File: config.mk
export PLATFORM = sky130hd
export DESIGN_NAME = spi_word_seq
export DESIGN_NICKNAME = d
export VERILOG_FILES = /design/src/rtl/spi_seq_pkg.sv /design/src/rtl/spi_txq.sv /design/src/rtl/spi_shift_eng.sv /design/src/rtl/spi_word_seq.sv
export SDC_FILE = /design/constraint.sdc
export NUM_CORES = 1
export LEC_CHECK = 0
export CELL_PAD_IN_SITES_DETAIL_PLACEMENT = 0
export CELL_PAD_IN_SITES_GLOBAL_PLACEMENT = 2
export CORE_MARGIN = 2
export CORE_UTILIZATION = 41
export DETAILED_ROUTE_END_ITERATION = 8
export DONT_BUFFER_PORTS = 1
export PLACE_DENSITY_LB_ADDON = 0.2
export SLEW_MARGIN = 25
export SYNTH_ARGS = -nofsm -noshare
export SYNTH_HDL_FRONTEND = slang
export SYNTH_HIERARCHICAL = 1
export SYNTH_SLANG_ARGS = --single-unit
File: constraint.sdc
create_clock -name clk -period 3.5 [get_ports clk]
set_clock_uncertainty 0.05 [all_clocks]
set_input_delay 0.175 -clock clk [delete_from_list [all_inputs] [get_ports clk]]
set_output_delay 0.175 -clock clk [all_outputs]
set_load 0.01 [all_outputs]
File: src/rtl/spi_seq_pkg.sv
package spi_seq_pkg;
  localparam int WORD_W = 32;
  localparam int NB_W   = $clog2(WORD_W) + 1;

  typedef enum logic [1:0] {ST_IDLE, ST_LEAD, ST_SHIFT, ST_GAP} eng_st_t;

  // Decoded word size from the 4-bit length code.
  function automatic logic [NB_W-1:0] word_bits(input logic [3:0] code);
    if (code == 4'd0)      return NB_W'(WORD_W);
    else if (code < 4'd3)  return NB_W'(4);
    else                   return NB_W'(code) + NB_W'(1);
  endfunction
endpackage

File: src/rtl/spi_txq.sv
module spi_txq #(
  parameter int W     = 32,
  parameter int DEPTH = 4
) (
  input  logic         clk,
  input  logic         rst_n,
  input  logic         push,
  input  logic [W-1:0] din,
  input  logic         pop,
  output logic [W-1:0] dout,
  output logic         empty,
  output logic         full
);
  localparam int AW = (DEPTH > 1) ? $clog2(DEPTH) : 1;

  logic [W-1:0]  mem [DEPTH];
  logic [AW-1:0] wp, rp;
  logic [AW:0]   cnt;
  logic          accept;

  assign accept = push && !full;
  assign empty  = (cnt == '0);
  assign full   = (cnt == (AW+1)'(DEPTH));
  assign dout   = mem[rp];

  always_ff @(posedge clk) begin
    if (accept) mem[wp] <= din;
  end

  always_ff @(posedge clk or negedge rst_n) begin
    if (!rst_n) begin
      wp  <= '0;
      rp  <= '0;
      cnt <= '0;
    end else begin
      if (accept) wp <= (wp == AW'(DEPTH-1)) ? '0 : wp + AW'(1);
      if (pop)    rp <= (rp == AW'(DEPTH-1)) ? '0 : rp + AW'(1);
      cnt <= cnt + (AW+1)'(accept) - (AW+1)'(pop);
    end
  end

  AST_POP_NONEMPTY: assert property (@(posedge clk) disable iff (!rst_n) pop |-> !empty);
endmodule

File: src/rtl/spi_shift_eng.sv
module spi_shift_eng
  import spi_seq_pkg::*;
(
  input  logic              clk,
  input  logic              rst_n,
  input  logic              tick,
  input  logic [3:0]        cfg_len,
  input  logic [4:0]        cfg_gap,
  input  logic              cfg_asel,
  input  logic [1:0]        cfg_adel,
  input  logic              cfg_tog,
  input  logic              cfg_cpol,
  input  logic              cfg_cpha,
  input  logic              cfg_cite,
  input  logic              q_empty,
  input  logic [WORD_W-1:0] q_data,
  output logic              q_pop,
  input  logic              miso,
  output logic              sck,
  output logic              mosi,
  output logic              sel,
  output logic              tip,
  output logic [WORD_W-1:0] rx_data,
  output logic              rx_valid
);
  localparam int EW = NB_W + 1;

  eng_st_t           st;
  logic              ph, fin_r, tip_r, sel_r, mosi_r, rx_v;
  logic [EW-1:0]     ec, cnt;
  logic [NB_W-1:0]   nbits;
  logic [WORD_W-1:0] tx_sh, rx_sh, rx_data_r;

  // Named events for the checks below.
  logic              shifting, do_shift, do_sample, last_smp, last_edge, comp_ev;
  logic              going_idle, load, lead_sw;
  logic [EW-1:0]     k, two_n, comp_k, smp_last;
  logic [NB_W-1:0]   nb_new, sh_amt;
  logic [WORD_W-1:0] aligned;

  assign shifting   = tick && (st == ST_SHIFT);
  assign k          = ec + EW'(1);
  assign two_n      = {nbits, 1'b0};
  assign comp_k     = (!cfg_cpha && !cfg_cite) ? two_n - EW'(1) : two_n;
  assign smp_last   = cfg_cpha ? two_n : two_n - EW'(1);
  assign do_sample  = shifting && (cfg_cpha ? !k[0] : k[0]);
  assign do_shift   = shifting && (cfg_cpha ? k[0] : (!k[0] && k != two_n));
  assign last_smp   = do_sample && (k == smp_last);
  assign last_edge  = shifting && (k == two_n);
  assign comp_ev    = shifting && (k == comp_k) && !fin_r;
  assign going_idle = last_edge && (fin_r || q_empty);
  assign load       = ((st == ST_IDLE) && !q_empty)
                   || (last_edge && !going_idle && cfg_gap == 5'd0)
                   || ((st == ST_GAP) && tick && cnt == EW'(1));
  assign lead_sw    = cfg_asel && ((st == ST_IDLE) || ((st == ST_GAP) && cfg_tog));
  assign nb_new     = word_bits(cfg_len);
  assign sh_amt     = NB_W'(WORD_W) - nb_new;
  assign aligned    = q_data << sh_amt;

  assign q_pop    = load;
  assign sck      = cfg_cpol ^ ph;
  assign mosi     = mosi_r;
  assign sel      = sel_r;
  assign tip      = tip_r;
  assign rx_data  = rx_data_r;
  assign rx_valid = rx_v;

  always_ff @(posedge clk or negedge rst_n) begin
    if (!rst_n) begin
      st        <= ST_IDLE;
      ph        <= 1'b0;
      fin_r     <= 1'b0;
      tip_r     <= 1'b0;
      sel_r     <= 1'b0;
      mosi_r    <= 1'b0;
      rx_v      <= 1'b0;
      ec        <= '0;
      cnt       <= '0;
      nbits     <= NB_W'(4);
      tx_sh     <= '0;
      rx_sh     <= '0;
      rx_data_r <= '0;
    end else begin
      rx_v <= 1'b0;
      case (st)
        ST_LEAD: if (tick) begin
          cnt <= cnt - EW'(1);
          if (cnt == EW'(1)) st <= ST_SHIFT;
        end
        ST_GAP: if (tick) cnt <= cnt - EW'(1);
        ST_SHIFT: if (tick) begin
          ph <= ~ph;
          ec <= k;
          if (do_shift) begin
            mosi_r <= tx_sh[WORD_W-1];
            tx_sh  <= tx_sh << 1;
          end
          if (do_sample) begin
            rx_sh <= {rx_sh[WORD_W-2:0], miso};
            if (last_smp) begin
              rx_data_r <= {rx_sh[WORD_W-2:0], miso};
              rx_v      <= 1'b1;
            end
          end
          if (comp_ev && q_empty) begin
            fin_r <= 1'b1;
            tip_r <= 1'b0;
            sel_r <= 1'b0;
          end
          if (last_edge) begin
            if (going_idle) st <= ST_IDLE;
            else if (cfg_gap != 5'd0) begin
              st  <= ST_GAP;
              cnt <= {1'b0, cfg_gap, 1'b0};
              if (cfg_asel && cfg_tog) sel_r <= 1'b0;
            end
          end
        end
        default: ;
      endcase
      if (load) begin
        nbits <= nb_new;
        ec    <= '0;
        fin_r <= 1'b0;
        tip_r <= 1'b1;
        rx_sh <= '0;
        if (!cfg_cpha) begin
          mosi_r <= aligned[WORD_W-1];
          tx_sh  <= aligned << 1;
        end else begin
          tx_sh  <= aligned;
        end
        if (lead_sw) begin
          sel_r <= 1'b1;
          if (cfg_adel != 2'd0) begin
            st  <= ST_LEAD;
            cnt <= EW'(cfg_adel);
          end else st <= ST_SHIFT;
        end else st <= ST_SHIFT;
      end
    end
  end

  AST_SCK_REST:    assert property (@(posedge clk) disable iff (!rst_n) (st != ST_SHIFT) |-> (ph == 1'b0));
  AST_TICK_PACE:   assert property (@(posedge clk) disable iff (!rst_n) !$stable(ph) |-> $past(tick));
  AST_RXV_PULSE:   assert property (@(posedge clk) disable iff (!rst_n) rx_v |=> !rx_v);
  AST_IDLE_NOSEL:  assert property (@(posedge clk) disable iff (!rst_n) (st == ST_IDLE) |-> !sel_r);
  AST_IDLE_NOTIP:  assert property (@(posedge clk) disable iff (!rst_n) (st == ST_IDLE) |-> !tip_r);
  AST_GAP_DESEL:   assert property (@(posedge clk) disable iff (!rst_n)
                     ((st == ST_GAP) && cfg_tog && cfg_asel) |-> !sel_r);
  AST_LEAD_QUIET:  assert property (@(posedge clk) disable iff (!rst_n) (st == ST_LEAD) |-> (sel_r && $stable(ph)));
endmodule

File: src/rtl/spi_word_seq.sv
module spi_word_seq
  import spi_seq_pkg::*;
#(
  parameter int QDEPTH = 4,
  parameter int SSW    = 4
) (
  input  logic              clk,
  input  logic              rst_n,
  input  logic              tick,
  input  logic [3:0]        len_code,
  input  logic [4:0]        gap_cycles,
  input  logic              auto_sel,
  input  logic [1:0]        sel_delay,
  input  logic              gap_toggle,
  input  logic              cpol,
  input  logic              cpha,
  input  logic              end_on_idle,
  input  logic [SSW-1:0]    ss_normal,
  input  logic [SSW-1:0]    ss_alt,
  input  logic              wr_en,
  input  logic [WORD_W-1:0] wr_data,
  output logic              q_full,
  output logic              sck,
  output logic              mosi,
  input  logic              miso,
  output logic [SSW-1:0]    ss_n,
  output logic [WORD_W-1:0] rx_data,
  output logic              rx_valid,
  output logic              tip
);
  logic              q_empty, q_pop, sel;
  logic [WORD_W-1:0] q_data;

  spi_txq #(.W(WORD_W), .DEPTH(QDEPTH)) u_q (
    .clk(clk), .rst_n(rst_n), .push(wr_en), .din(wr_data),
    .pop(q_pop), .dout(q_data), .empty(q_empty), .full(q_full)
  );

  spi_shift_eng u_eng (
    .clk(clk), .rst_n(rst_n), .tick(tick),
    .cfg_len(len_code), .cfg_gap(gap_cycles), .cfg_asel(auto_sel),
    .cfg_adel(sel_delay), .cfg_tog(gap_toggle), .cfg_cpol(cpol),
    .cfg_cpha(cpha), .cfg_cite(end_on_idle),
    .q_empty(q_empty), .q_data(q_data), .q_pop(q_pop),
    .miso(miso), .sck(sck), .mosi(mosi), .sel(sel), .tip(tip),
    .rx_data(rx_data), .rx_valid(rx_valid)
  );

  for (genvar i = 0; i < SSW; i++) begin : g_ss
    assign ss_n[i] = sel ? ss_alt[i] : ss_normal[i];
  end

  AST_SEL_NEEDS_TIP: assert property (@(posedge clk) disable iff (!rst_n) (!auto_sel) |-> (ss_n == ss_normal));
endmodule

==> results.toml, run 1 <==
[run_status]
status = "finished, final reports clean"

[power]
power_density_nw_per_um2 = 808.7
power.leakage_nw = 5.847
max-vdd-ir-drop_mv = 0.4828

[yosys]
yosysWarnings = 6
avgSynthCellArea_sq_um = 13.00
synth_seq_area_share = 0.5399
synth_area_sq_um = 13150
synthesis.nets = 1087
synth_edf_count = 128
synth_cells = 1011
ys_seq_elements = 258
synth_flop_cell = "dfrtp_1"
async_flop_share = 0.5039
synth_cell_type_count = 82

[placed_design]
portBuffers = 0
dp_cells = 1388
gp_congestion = 0.8486
dp_hpwl_microns = 21270

[sta]
finalHoldViolations = 0
tns_ns = 0
max_freq_mhz = 302.5
drv_slew = 0
setup_viol = 0
period_minus_slack_ns = 3.306
rsz0062_at_grt = "no"
relSlewSlack = 0.3949
tightest_slew_ns = 0.9077
fin_crit_sh = 0.9446

[worst_setup_path]
end_kind = "flip-flop"
r2r_cells = 9
crit_type = "flip-flop to flip-flop"
r2r-start = "u_eng/ec[1]"
timing.rr.end = "u_eng/sel"
cp-start-kind = "flip-flop"
crit_arrival_ns = 3.69
worstPathMaxFanout = 7
crit_required_ns = 3.89
startpoint = "u_eng/ec[1]"
r2r_setup_slack_ns = 0.19

[floorplan]
dieHeight_microns = 183.1
ios = 102
die_w_microns = 183.1
fp.dieArea_sq_um = 33510
core_sq_um = 31560
fp-row-count = 65
start_util = 0.4166

[clocking]
cts_root_buf = "clkbuf_16"
cts_tree = "built"
cts.sinks = 258
clkTransAtPathRegs_ns = 0.06
clkLatencyLatePin_ns = 0.55
ctsLongestPathBuffers = 3
htreeDepth = 1
cts_buffers = 29
postCtsSetupBuffers = 0

[grt]
grt_first_pass_wirelength_microns = 51060
grt_pass1_vias = 8781
antenna_found_initial = 0
gr-total-overflow = 0
grt_util_all_layers = 0.1933
grt_max_degree = 131

[route]
avgViaCountPerCell = 5.762
ant_nets = 0
drt_iter0_drc = 578
drt-pass1-iter-count = 5
drt-total-wl_microns = 32090
wire_per_inst_microns = 21.44
num_vias = 8626
drcViolationCount = 0

[cells_and_area]
area_growth_pct = 16.04
fin_cells = 1497
layout_common_cells = "dfrtp_1, edfxtp_1, nand2_1"
diodes = 0
final_util = 0.4834
drive_gt1_frac = 0.1982
fin_nets = 1151

[hold_path]
hp-start = "auto_sel"
min_path_type = "input port to flip-flop"
min_path_cells = 3
hold-path-endpoint = "u_eng/cnt[1]"

[job]
drv_cap = 0
[power breakdown]
| group | switching [mW] | internal [mW] |
|---|---|---|
| sequential | 0.484 | 3.91 |
| clock | 1.20 | 1.75 |
| combinational | 2.71 | 2.28 |
[cell families after synthesis]
group | Yosys count | share of synthesized area
AND/OR/NAND/NOR | 277 | 0.1048
flip-flops | 258 | 0.5399
AO/OA/AOI/OAI | 193 | 0.09994
multiplexers | 157 | 0.1882
adder cells (fa/ha/maj) | 15 | 0.01485
buffers and inverters | 87 | 0.03264
XOR/XNOR | 24 | 0.01970
[synth_stat cells, types with 13 or more instances]
| library cell | count | area, sq um |
|---|---|---|
| mux2i_1 | 45 | 450.4 |
| dfrtp_1 | 129 | 3228 |
| mux4_2 | 53 | 1194 |
| a21oi_1 | 60 | 300.3 |
| ha_1 | 14 | 175.2 |
| inv_1 | 20 | 75.07 |
| o21ai_0 | 25 | 125.1 |
| o22ai_1 | 16 | 100.1 |
| xnor2_1 | 13 | 113.9 |
| nand3_1 | 30 | 150.1 |
| nand2_1 | 117 | 439.2 |
| a211oi_1 | 13 | 97.59 |
| nor3_1 | 13 | 65.06 |
| edfxtp_1 | 128 | 3844 |
| mux2_2 | 48 | 540.5 |
| nor2b_1 | 13 | 81.33 |
| buf_2 | 25 | 125.1 |
| clkbuf_1 | 26 | 97.59 |
| nor2_1 | 31 | 116.4 |
[registers in the layout (all words and copies together), names as in the netlist]
register	count
u_eng/fin_r	1
u_eng/mosi	1
u_eng/st	2
u_eng/cnt	7
u_eng/tx_sh	32
u_eng/tip	1
u_eng/rx_sh	31
u_eng/nbits	6
u_eng/ph	1
u_eng/rx_data	32
u_q/rp	2
u_q/cnt	3
u_q/wp	2
u_eng/rx_valid	1
u_eng/ec	7
u_q/mem	128
u_eng/sel	1
[routing by layer]
layer  vias to the layer above  GRT usage  share of wire  routed length, microns
li1                       4020          -              -                       -
met1                      4381     0.2811           0.47                   14990
met2                       186     0.3048           0.47                   15080
met3                        39    0.03197          0.047                    1502
met4                         0    0.04672          0.016                     522
met5                         -          0              0                       0
[through the flow]
step / area (sq um) / setup WS (ns) / total power [mW] / hold slack, ns
after floorplan: 13150 / 0.03356 / 7.843 / -0.1706
after global placement: 13720 / 0.2982 / 9.263 / -0.1616
after detailed placement: 13720 / 0.2781 / 9.278 / -0.1614
after CTS: 15250 / 0.08619 / 12.44 / 0.02553
after global routing: 15250 / 0.003938 / 13.08 / 0.05076
final: 15250 / 0.1939 / 12.34 / 0.03434
[worst max-delay path, cell delays in order, from the launching register on]
cell and delay [ns]:
dfrtp_1 0.41, ha_2 0.30, xnor2_2 0.24, nand3_1 0.21, a2111oi_4 0.49, nand4b_1 0.14, buf_4 0.19, or3_1 0.35
a32o_1 0.26, dlygate4sd3_1 0.55
[cell type report]
cell class                      instances  area, sq um
Clock buffer                           33        750.7
Clock inverter                         18        180.2
Fill cell                            2809        16300
Inverter                               22        82.58
Multi-Input combinational cell        666         5653
Sequential cell                       258         7099
Tap cell                              402        503.0
Timing Repair Buffer                   98        985.9
[what timing repair did]
action	in CTS	in global routing
hold buffers	58	0
gates resized for setup	0	1
endpoints found under the hold margin	308	0
setup endpoints to repair	0	1
[worst max path at each step]
stage	end	slack (ns)	cells after the start
floorplan	u_q/cnt[2]	0.03	14
global placement	u_eng/tx_sh[31]	0.30	13
detailed placement	u_eng/tx_sh[31]	0.28	13
CTS	u_eng/sel	0.09	10
global route	u_eng/sel	0.004	9
finish	u_eng/sel	0.19	9
No activity file was read; power rests on OpenSTA's default activity.
==> run 2: changes to the inputs <==
Settings changed: CELL_PAD_IN_SITES_DETAIL_PLACEMENT 0 to 2, CORE_UTILIZATION 41 to 45.
Clock period 3.5 ns to 3.3 ns, I/O delays scaled along.
==> results.toml, run 2 (synthesis results as in run 1) <==
[clocking]
clkLatencyLatePin_ns = 0.57
ctsLongestPathBuffers = 3
cts_root_buf = "clkbuf_16"
htreeDepth = 1
cts_tree = "built"
cts_buffers = 29
cts.sinks = 258
clkTransAtPathRegs_ns = 0.07

[floorplan]
ios = 102
start_util = 0.4580
fp-row-count = 62
dieHeight_microns = 174.9
fp.dieArea_sq_um = 30600
die_w_microns = 174.9
core_sq_um = 28700

[cells_and_area]
layout_common_cells = "dfrtp_1, edfxtp_1, nand2_1"
area_growth_pct = 16.76
fin_nets = 1160
n_fill_cell = 2652
fin_cells = 1490
final_util = 0.5348
largest_register_ffs = 128
top_register = "u_q/mem"
diodes = 0
drive_gt1_frac = 0.2107

[route]
num_vias = 9357
drt-total-wl_microns = 41760
ant_nets = 0
drcViolationCount = 0
avgViaCountPerCell = 6.280
wire_per_inst_microns = 28.02
drt-pass1-iter-count = 5
drt_iter0_drc = 936

[sta]
setup_viol = 0
max_freq_mhz = 304.3
tns_ns = 0
tightest_slew_ns = 0.9507
rsz0062_at_grt = "no"
period_minus_slack_ns = 3.287
drv_slew = 0
relSlewSlack = 0.3662
finalHoldViolations = 0
fin_crit_sh = 0.9959

[worst_setup_path]
cpPeakStageDelay_ns = 0.59
crit_arrival_ns = 3.64
cp_num_buf_inv = 2
crit_chain = "buf_4, mux4_2, mux4_2, mux2i_1, nor2_1, a311oi_1, buf_4, a221oi_1"
end_kind = "flip-flop"
worstPathMaxFanout = 14
crit_type = "flip-flop to flip-flop"
r2r_setup_slack_ns = 0.01
crit_path_top_delay_cell = "mux4_2"
crit_required_ns = 3.65
cp-start-kind = "flip-flop"
cp_top_family = "multiplexers"

[power]
p_switching_mw = 5.265
pwr-share-clk = 0.240
power.leakage_nw = 5.912
switching_share = 0.3801
seq_power_share = 0.342
pwr-share-comb = 0.419
p_int_mw = 8.586
max-vdd-ir-drop_mv = 0.6037
power_density_nw_per_um2 = 902.4

[hold_path]
min_path_type = "input port to flip-flop"

[grt]
grt_util_all_layers = 0.2753
antenna_found_initial = 0
grt_first_pass_wirelength_microns = 64850
grt_pass1_vias = 10330
gr-total-overflow = 0
grt_max_degree = 131

[placed_design]
dp_hpwl_microns = 24810
dp_cells = 1376
portBuffers = 0
gp_congestion = 0.8156

[job]
drv_cap = 0

[run_status]
status = "finished, final reports clean"
## run 2: metrics by stage
stage	hold WS (ns)	instance area [sq um]	setup WS [ns]	total power [mW]
global placement	-0.1738	13740	0.09170	9.771
finish	0.003615	15350	0.01339	13.85
detailed placement	-0.1733	13740	-0.007721	10.04
global route	0.004497	15350	0.0002154	14.52
floorplan	-0.1806	13170	0.006554	8.326
CTS	0.003215	15290	0.007790	13.57
## run 2: timing repair
item | CTS | global route
buffers inserted | 0 | 5
endpoints found under the hold margin | 302 | 0
setup endpoints to repair | 0 | 22
resized for setup | 0 | 5
hold buffers | 56 | 0
## run 2: final cells by class
| type | count | area (sq um) | share of cell area |
|---|---|---|---|
| flip-flops and latches | 258 | 7102 | 0.4627 |
| multi-input cells | 666 | 5668 | 0.3693 |
| repair buffers | 107 | 1049 | 0.06831 |
| clock buffers | 35 | 748.2 | 0.04874 |
| well taps | 384 | 480.5 | 0.03130 |
| clock inverters | 18 | 220.2 | 0.01435 |
| inverters | 22 | 82.58 | 0.005380 |
## run 2: power groups by stage
stage               clock, mW  combinational, mW  sequential (mW)
floorplan                   0               3.85             4.48
global placement            0               5.09             4.68
detailed placement          0               5.30             4.74
CTS                      3.34               5.53             4.70
global route             3.49               6.22             4.81
finish                   3.32               5.80             4.73
## run 2: worst paths after layout
path                        startpoint              end  cells after the start
setup reg to reg             u_q/rp[0]  u_eng/tx_sh[30]                      8
setup / recovery             u_q/rp[0]  u_eng/tx_sh[30]                      8
min in group asynchronous        rst_n   u_eng/nbits[5]                      2
hold reg to reg            u_eng/ec[6]      u_eng/ec[6]                      1
hold / removal                    tick      u_eng/ec[3]                      2
max in group asynchronous        rst_n        u_q/rp[0]                      2
## run 2: routing by layer
| layer | GRT usage | routed length, microns | vias to the layer above |
|---|---|---|---|
| met4 | 0.08611 | 1300 | 0 |
| met1 | 0.3621 | 17270 | 4927 |
| li1 | - | - | 4040 |
| met5 | 0 | 0 | - |
| met2 | 0.4705 | 21130 | 305 |
| met3 | 0.04395 | 2051 | 85 |
